File: src/rtl/fcs_pkg.sv
package fcs_pkg;

    localparam int INSTR_W     = 32;
    localparam int INSTR_BYTES = 4;
    localparam int CTR_W       = 2;

    localparam logic [CTR_W-1:0] CTR_INIT = 2'd1;
    localparam logic [CTR_W-1:0] CTR_TAKE = 2'd2;
    localparam logic [CTR_W-1:0] CTR_MAX  = 2'd3;

    typedef enum logic [1:0] {
        ST_IDLE = 2'd0,
        ST_FC   = 2'd1,
        ST_L1   = 2'd2,
        ST_RESP = 2'd3
    } fsm_e;

    typedef struct packed {
        logic to_fc;
        logic same_line;
        logic crossing;
    } steer_t;

    function automatic logic [CTR_W-1:0] sat_step(input logic [CTR_W-1:0] c,
                                                  input logic up);
        if (up)
            return (c == CTR_MAX) ? c : c + 2'd1;
        else
            return (c == '0) ? c : c - 2'd1;
    endfunction

endpackage

File: src/rtl/fcs_line_store.sv
module fcs_line_store #(
    parameter int LINES  = 8,
    parameter int IDX_W  = 3,
    parameter int TAG_W  = 25,
    parameter int LINE_W = 128
) (
    input  logic              clk,
    input  logic              rst,
    input  logic              flush,
    input  logic [IDX_W-1:0]  rd_idx,
    input  logic [TAG_W-1:0]  rd_tag,
    output logic              rd_hit,
    output logic [LINE_W-1:0] rd_line,
    input  logic              wr_en,
    input  logic [IDX_W-1:0]  wr_idx,
    input  logic [TAG_W-1:0]  wr_tag,
    input  logic [LINE_W-1:0] wr_line,
    output logic [LINES-1:0]  valid_vec
);

    logic [LINES-1:0]  valid;
    logic [TAG_W-1:0]  tags  [LINES];
    logic [LINE_W-1:0] lines [LINES];

    always_ff @(posedge clk) begin
        if (rst) begin
            valid <= '0;
        end else begin
            if (flush)
                valid <= '0;
            if (wr_en)
                valid[wr_idx] <= 1'b1;
        end
    end

    generate
        for (genvar g = 0; g < LINES; g++) begin : g_line
            always_ff @(posedge clk) begin
                if (wr_en && wr_idx == IDX_W'(g)) begin
                    tags[g]  <= wr_tag;
                    lines[g] <= wr_line;
                end
            end
        end
    endgenerate

    assign rd_hit    = valid[rd_idx] && (tags[rd_idx] == rd_tag);
    assign rd_line   = lines[rd_idx];
    assign valid_vec = valid;

endmodule

File: src/rtl/fcs_pattern_pred.sv
module fcs_pattern_pred
    import fcs_pkg::*;
#(
    parameter int ENTRIES = 16,
    parameter int IDX_W   = 4
) (
    input  logic             clk,
    input  logic             rst,
    input  logic [IDX_W-1:0] look_idx,
    output logic             take_fc,
    input  logic             upd_en,
    input  logic             upd_resident
);

    logic [CTR_W-1:0] ctr [ENTRIES];

    generate
        for (genvar g = 0; g < ENTRIES; g++) begin : g_ctr
            always_ff @(posedge clk) begin
                if (rst)
                    ctr[g] <= CTR_INIT;
                else if (upd_en && look_idx == IDX_W'(g))
                    ctr[g] <= sat_step(ctr[g], upd_resident);
            end
        end
    endgenerate

    assign take_fc = (ctr[look_idx] >= CTR_TAKE);

endmodule

File: src/rtl/fcs_steer.sv
module fcs_steer
    import fcs_pkg::*;
#(
    parameter int PC_W  = 32,
    parameter int OFF_W = 4
) (
    input  logic            hist_valid,
    input  logic [PC_W-1:0] last_pc,
    input  logic [PC_W-1:0] pc,
    input  logic            pred_take,
    output steer_t          steer
);

    logic seq_next;
    logic line_match;

    assign seq_next   = (pc == last_pc + PC_W'(INSTR_BYTES));
    assign line_match = (pc[PC_W-1:OFF_W] == last_pc[PC_W-1:OFF_W]);

    always_comb begin
        steer.same_line = hist_valid && seq_next && line_match;
        steer.crossing  = !steer.same_line;
        steer.to_fc     = steer.same_line || pred_take;
    end

endmodule

File: src/rtl/fcs_filter_steer.sv
module fcs_filter_steer
    import fcs_pkg::*;
#(
    parameter int PC_W         = 32,
    parameter int LINE_BYTES   = 16,
    parameter int FC_LINES     = 8,
    parameter int PRED_ENTRIES = 16,
    parameter int CNT_W        = 16
) (
    input  logic                    clk,
    input  logic                    rst,
    input  logic                    flush,
    input  logic                    fetch_req,
    input  logic [PC_W-1:0]         fetch_pc,
    output logic                    fetch_rdy,
    output logic [INSTR_W-1:0]      fetch_data,
    output logic                    l1_req,
    output logic [PC_W-$clog2(LINE_BYTES)-1:0] l1_line_addr,
    input  logic                    l1_rsp_valid,
    input  logic [LINE_BYTES*8-1:0] l1_rsp_line,
    output logic [CNT_W-1:0]        fc_access_cnt,
    output logic [CNT_W-1:0]        fc_hit_cnt,
    output logic [CNT_W-1:0]        l1_access_cnt
);

    localparam int OFF_W   = $clog2(LINE_BYTES);
    localparam int LINE_W  = LINE_BYTES * 8;
    localparam int WSEL_W  = OFF_W - 2;
    localparam int WPC_W   = PC_W - 2;
    localparam int LADDR_W = PC_W - OFF_W;
    localparam int IDX_W   = $clog2(FC_LINES);
    localparam int TAG_W   = LADDR_W - IDX_W;
    localparam int PIDX_W  = $clog2(PRED_ENTRIES);

    fsm_e               state;
    logic [WPC_W-1:0]   wpc_q;
    logic [PC_W-1:0]    last_pc;
    logic               hist_valid;
    logic               same_line_q;
    logic [INSTR_W-1:0] data_q;

    logic [LADDR_W-1:0] in_line;
    logic [LADDR_W-1:0] q_line;
    logic [IDX_W-1:0]   rd_idx;
    logic [TAG_W-1:0]   rd_tag;
    logic               store_hit;
    logic [LINE_W-1:0]  store_line;
    logic [FC_LINES-1:0] valid_vec;
    logic               fill_en;
    logic               pred_take;
    logic               accept;
    steer_t             steer;
    logic [WSEL_W-1:0]  word_sel;
    logic [INSTR_W-1:0] store_word;
    logic [INSTR_W-1:0] rsp_word;

    assign accept   = (state == ST_IDLE) && fetch_req;
    assign in_line  = fetch_pc[PC_W-1:OFF_W];
    assign q_line   = wpc_q[WPC_W-1:WSEL_W];
    assign word_sel = wpc_q[WSEL_W-1:0];

    // one shared lookup port: incoming PC while idle, captured PC otherwise
    assign rd_idx = (state == ST_IDLE) ? in_line[IDX_W-1:0] : q_line[IDX_W-1:0];
    assign rd_tag = (state == ST_IDLE) ? in_line[LADDR_W-1:IDX_W]
                                       : q_line[LADDR_W-1:IDX_W];

    assign fill_en = (state == ST_L1) && l1_rsp_valid;

    fcs_line_store #(
        .LINES (FC_LINES),
        .IDX_W (IDX_W),
        .TAG_W (TAG_W),
        .LINE_W(LINE_W)
    ) u_store (
        .clk      (clk),
        .rst      (rst),
        .flush    (flush),
        .rd_idx   (rd_idx),
        .rd_tag   (rd_tag),
        .rd_hit   (store_hit),
        .rd_line  (store_line),
        .wr_en    (fill_en),
        .wr_idx   (q_line[IDX_W-1:0]),
        .wr_tag   (q_line[LADDR_W-1:IDX_W]),
        .wr_line  (l1_rsp_line),
        .valid_vec(valid_vec)
    );

    fcs_pattern_pred #(
        .ENTRIES(PRED_ENTRIES),
        .IDX_W  (PIDX_W)
    ) u_pred (
        .clk         (clk),
        .rst         (rst),
        .look_idx    (in_line[PIDX_W-1:0]),
        .take_fc     (pred_take),
        .upd_en      (accept && steer.crossing),
        .upd_resident(store_hit)
    );

    fcs_steer #(
        .PC_W (PC_W),
        .OFF_W(OFF_W)
    ) u_steer (
        .hist_valid(hist_valid),
        .last_pc   (last_pc),
        .pc        (fetch_pc),
        .pred_take (pred_take),
        .steer     (steer)
    );

    assign store_word = store_line[word_sel*INSTR_W +: INSTR_W];
    assign rsp_word   = l1_rsp_line[word_sel*INSTR_W +: INSTR_W];

    always_ff @(posedge clk) begin
        if (rst) begin
            state         <= ST_IDLE;
            wpc_q         <= '0;
            last_pc       <= '0;
            hist_valid    <= 1'b0;
            same_line_q   <= 1'b0;
            data_q        <= '0;
            fc_access_cnt <= '0;
            fc_hit_cnt    <= '0;
            l1_access_cnt <= '0;
        end else begin
            unique case (state)
                ST_IDLE: begin
                    if (accept) begin
                        wpc_q       <= fetch_pc[PC_W-1:2];
                        last_pc     <= fetch_pc;
                        hist_valid  <= 1'b1;
                        same_line_q <= steer.same_line;
                        state       <= steer.to_fc ? ST_FC : ST_L1;
                    end
                end
                ST_FC: begin
                    fc_access_cnt <= fc_access_cnt + 1'b1;
                    if (store_hit) begin
                        fc_hit_cnt <= fc_hit_cnt + 1'b1;
                        state      <= ST_IDLE;
                    end else begin
                        state <= ST_L1;
                    end
                end
                ST_L1: begin
                    if (l1_rsp_valid) begin
                        l1_access_cnt <= l1_access_cnt + 1'b1;
                        data_q        <= rsp_word;
                        state         <= ST_RESP;
                    end
                end
                ST_RESP: begin
                    state <= ST_IDLE;
                end
                default: state <= ST_IDLE;
            endcase
            if (flush)
                hist_valid <= 1'b0;
        end
    end

    assign fetch_rdy    = ((state == ST_FC) && store_hit) || (state == ST_RESP);
    assign fetch_data   = (state == ST_FC) ? store_word : data_q;
    assign l1_req       = (state == ST_L1);
    assign l1_line_addr = q_line;

endmodule

File: config.mk
export PLATFORM = sky130hd
export DESIGN_NAME = fcs_filter_steer
export DESIGN_NICKNAME = d
export VERILOG_FILES = /design/src/rtl/fcs_pkg.sv /design/src/rtl/fcs_line_store.sv /design/src/rtl/fcs_pattern_pred.sv /design/src/rtl/fcs_steer.sv /design/src/rtl/fcs_filter_steer.sv
export SDC_FILE = /design/constraint.sdc
export NUM_CORES = 2
export LEC_CHECK = 0
export CAP_MARGIN = 20
export CORE_ASPECT_RATIO = 1.5
export CORE_MARGIN = 2
export CORE_UTILIZATION = 54
export CTS_CLUSTER_SIZE = 8
export DETAILED_ROUTE_END_ITERATION = 10
export GPL_ROUTABILITY_DRIVEN = 0
export PLACE_DENSITY_LB_ADDON = 0.25
export SLEW_MARGIN = 30
export SYNTH_ARGS = -nofsm -noshare
export SYNTH_HDL_FRONTEND = slang
export SYNTH_SLANG_ARGS = --single-unit
File: constraint.sdc
create_clock -name clk -period 14.4 [get_ports clk]
set_clock_uncertainty 0.05 [all_clocks]
set_input_delay 2.88 -clock clk [delete_from_list [all_inputs] [get_ports clk]]
set_output_delay 2.88 -clock clk [all_outputs]
set_load 0.02 [all_outputs]
==> insert_results.sql <==
INSERT INTO impl_metrics (metric_group, metric, value, unit) VALUES
('sta', 'totalNegativeSetupSlack', '0', 'ns'),
('die', 'design.portCount', '275', ''),
('clocking', 'postCtsHoldBufs', '0', ''),
('global_route', 'overflow', '0', ''),
('sta', 'rsz0062_at_grt', 'false', ''),
('global_route', 'grt_start_max_net_pins', '144', ''),
('power', 'peakVddDrop', '131.0', 'uV'),
('clocking', 'cts_buffers', '190', ''),
('die', 'standard_cell_core_area', '102900', 'um^2'),
('worst_setup_path', 'critical_path.max_fanout', '60', ''),
('worst_setup_path', 'crit_path_start_kind', 'input pin', ''),
('place', 'port_buffers', '274', ''),
('final_layout', 'drive_gt1_frac', '0.1863', ''),
('sta', 'finalMaxSlewViolations', '0', ''),
('run_status', 'status', 'complete, no violations', ''),
('route', 'vias_per_cell', '6.335', ''),
('die', 'die_w', '267.3', 'um'),
('global_route', 'via_count_of_the_first_global_routing_pass', '32560', ''),
('sta', 'timing_worst_slew_pin_value', '1.019', 'ns'),
('clocking', 'root_buffer', 'sky130_fd_sc_hd__clkbuf_16', ''),
('clocking', 'clk_path_buf_depth', '3', ''),
('clocking', 'clock_slew_at_reported_path_ffs', '0.05', 'ns'),
('logic_synthesis', 'synth_top_area_cell', 'sky130_fd_sc_hd__edfxtp_1', ''),
('clocking', 'htreeDepth', '4', ''),
('logic_synthesis', 'postSynthNetCount', '3252', ''),
('logic_synthesis', 'synthesis.instances', '3083', ''),
('route', 'drt_pre_antenna_iters', '5', ''),
('worst_setup_path', 'worst_setup_path_end_kind', 'output port', ''),
('power', 'p_per_area', '145.2', 'nW/um^2'),
('logic_synthesis', 'synth_top_cells_by_count', 'sky130_fd_sc_hd__edfxtp_1, sky130_fd_sc_hd__mux4_2, sky130_fd_sc_hd__nand2_1', ''),
('logic_synthesis', 'postSynth.topFlopCell', 'sky130_fd_sc_hd__edfxtp_1', ''),
('final_layout', 'layout.core_utilization', '0.6390', ''),
('logic_synthesis', 'synth_warnings', '0', ''),
('power', 'p_leak', '20.93', 'nW'),
('final_layout', 'fillCellCount', '6921', ''),
('job', 'max_cap_violations', '0', ''),
('logic_synthesis', 'synth_area_per_cell', '18.22', 'um^2'),
('logic_synthesis', 'number_of_enable_type_register_cells_in_the_synthesized_netlist', '1256', ''),
('logic_synthesis', 'synth.yosys.seq_area_share', '0.7154', ''),
('route', 'antenna_violating_nets_post_route', '0', ''),
('sta', 'fmax', '84.43', 'MHz'),
('route', 'number_of_drc_markers_in_iteration_0', '2840', ''),
('route', 'wl_per_cell', '29.28', 'um'),
('clocking', 'clkLatencyLatePin', '0.78', 'ns'),
('sta', 'timing.final.crit_share', '0.8225', ''),
('logic_synthesis', 'async_flop_share', '0', ''),
('logic_synthesis', 'synthesis.area', '56160', 'um^2'),
('route', 'drt-total-wl', '143.6', 'mm'),
('logic_synthesis', 'synthDominantCellAreaShare', '0.6716', ''),
('logic_synthesis', 'synth-seq-cells', '1379', ''),
('clocking', 'cts_repair_resize_count', '0', ''),
('logic_synthesis', 'synth_most_common_cell', 'sky130_fd_sc_hd__edfxtp_1', ''),
('clocking', 'tritoncts_num_sinks', '1379', ''),
('worst_setup_path', 'critPathRequiredTime', '11.47', 'ns'),
('route', 'remaining_drc_errors', '0', ''),
('global_route', 'grt_pass1_wl', '211.5', 'mm'),
('logic_synthesis', 'synth.distinct_cells', '53', ''),
('sta', 'final_setup_violation_count', '0', ''),
('place', 'dpl.hpwl', '84.64', 'mm'),
('sta', 'final_hold_fails', '0', ''),
('sta', 'min_period', '11.84', 'ns'),
('worst_hold_path', 'worst_hold_class', 'flop to flop', ''),
('global_route', 'number_of_antenna_violations_at_the_first_check_in_global_routing', '52', ''),
('clocking', 'cts_setup_buffers', '0', ''),
('final_layout', 'num-nets-final', '3547', ''),
('route', 'dr_total_vias', '31060', ''),
('sta', 'worst_slew_margin_rel', '0.3137', ''),
('final_layout', 'flow.area_growth_from_synthesis', '17.05', '%'),
('die', 'floorplan.die.height', '399.0', 'um'),
('die', 'start_util', '0.5459', ''),
('clocking', 'tritoncts', 'built', ''),
('die', 'rows', '144', ''),
('global_route', 'grt_usage', '0.2742', ''),
('worst_setup_path', 'path_class', 'input pin to output port', ''),
('logic_synthesis', 'ys_top_cells_by_area', 'sky130_fd_sc_hd__edfxtp_1, sky130_fd_sc_hd__mux4_2, sky130_fd_sc_hd__dfxtp_1', ''),
('die', 'die_area', '106700', 'um^2'),
('worst_setup_path', 'timing.critical_path.arrival', '8.91', 'ns');
## sequential cells by signal, indices dropped and copies added (netlist names), 2 cells and up
signal / cells
data_q: 32
fc_access_cnt: 16
fc_hit_cnt: 16
l1_access_cnt: 16
last_pc: 2
state: 2
u_pred.ctr: 32
u_store.lines: 1024
u_store.tags: 200
u_store.valid_vec: 8
wpc_q: 30
## path summary, 6_finish.rpt
path,slack [ns],startpoint,cells after the start,endpoint
worst min register to register,0.40,data_q[1],2,data_q[1]
worst min-delay path,0.40,data_q[1],2,data_q[1]
worst max-delay path,2.56,fetch_pc[5],11,fetch_rdy
worst max register to register,8.70,state[0],9,u_pred.ctr[3][0]
## stage by stage
stage	setup slack, ns	cell area [um^2]	power (W)	std cells	hold slack (ns)
2_1_floorplan	0.06112	56170	0.005226	3083	0.3866
5_1_grt	2.375	65740	0.009836	4902	0.4322
3_3_place_gp	2.724	60170	0.005547	4567	0.3926
3_5_place_dp	2.666	60290	0.005573	4572	0.3997
4_1_cts	2.642	65680	0.009610	4886	0.4069
6_report	2.556	65740	0.009542	4903	0.4044
## layout by cell type, fill, tap and decap left out, types with 45 or more instances in the layout
| master | netlist | final |
|---|---|---|
| sky130_fd_sc_hd__o21ai_0 | 81 | 81 |
| sky130_fd_sc_hd__xor2_1 | 53 | 53 |
| sky130_fd_sc_hd__dfxtp_1 | 123 | 121 |
| sky130_fd_sc_hd__nor2_1 | 76 | 73 |
| sky130_fd_sc_hd__a21oi_1 | 120 | 120 |
| sky130_fd_sc_hd__and3_1 | 91 | 90 |
| sky130_fd_sc_hd__mux4_2 | 359 | 359 |
| sky130_fd_sc_hd__a211oi_1 | 85 | 85 |
| sky130_fd_sc_hd__clkbuf_16 | 0 | 192 |
| sky130_fd_sc_hd__buf_4 | 37 | 45 |
| sky130_fd_sc_hd__clkbuf_1 | 120 | 110 |
| sky130_fd_sc_hd__clkdlybuf4s50_1 | 0 | 273 |
| sky130_fd_sc_hd__mux2i_1 | 92 | 91 |
| sky130_fd_sc_hd__edfxtp_1 | 1256 | 1256 |
| sky130_fd_sc_hd__nand2_1 | 217 | 214 |
## critical path, stage by stage
cell and delay [ns]:
sky130_fd_sc_hd__clkdlybuf4s50_1 0.95, sky130_fd_sc_hd__or3b_1 0.71, sky130_fd_sc_hd__nand2_4 0.77, sky130_fd_sc_hd__a211oi_1 0.18, sky130_fd_sc_hd__a2111oi_1 0.53, sky130_fd_sc_hd__xnor2_1 0.28, sky130_fd_sc_hd__nor4_2 0.92, sky130_fd_sc_hd__and2_1 0.72
sky130_fd_sc_hd__a21oi_1 0.15, sky130_fd_sc_hd__nor2b_1 0.18, sky130_fd_sc_hd__clkdlybuf4s50_1 0.63
## power by group
| group | internal (W) | total, W | switching (W) |
|---|---|---|---|
| logic | 0.000461 | 0.00101 | 0.000553 |
| clock network | 0.00245 | 0.00405 | 0.00160 |
| registers | 0.00444 | 0.00448 | 0.0000464 |
| total | 0.00734 | 0.00954 | 0.00220 |
## area by class of cell
class                      count  area (um^2)  share of cell area
clock buffer                 302         5218             0.07937
timing repair buffer         332         3359             0.05110
inverter                       9        33.78           0.0005139
sequential                  1379        40190              0.6113
antenna                       16        40.04           0.0006091
clock inverter                12        171.4            0.002608
tap                         1387         1735             0.02640
multi-input combinational   1466        14990              0.2281
## routing by layer
| metal | routed length, um | part of all wire | global-route usage |
|---|---|---|---|
| met3 | 11340 | 0.079 | 0.06591 |
| met1 | 49930 | 0.35 | 0.3170 |
| met2 | 76140 | 0.53 | 0.4813 |
| met5 | 225 | 0.0016 | 0 |
| met4 | 5917 | 0.041 | 0.1288 |
## cell families (layout without fill, tap and decap cells)
logic type      after synthesis  count (layout)  share of synthesized area
flops                      1379            1379                     0.7154
fa+ha+maj                     4               4                  0.0008912
other cells                   0              16                          0
simple gates                577             577                    0.05151
buf+inv                     238             655                    0.01947
compound gates              335             335                    0.03676
xor+xnor                     95              95                    0.01482
mux                         455             455                     0.1612
(Power assumes the default switching activity.)
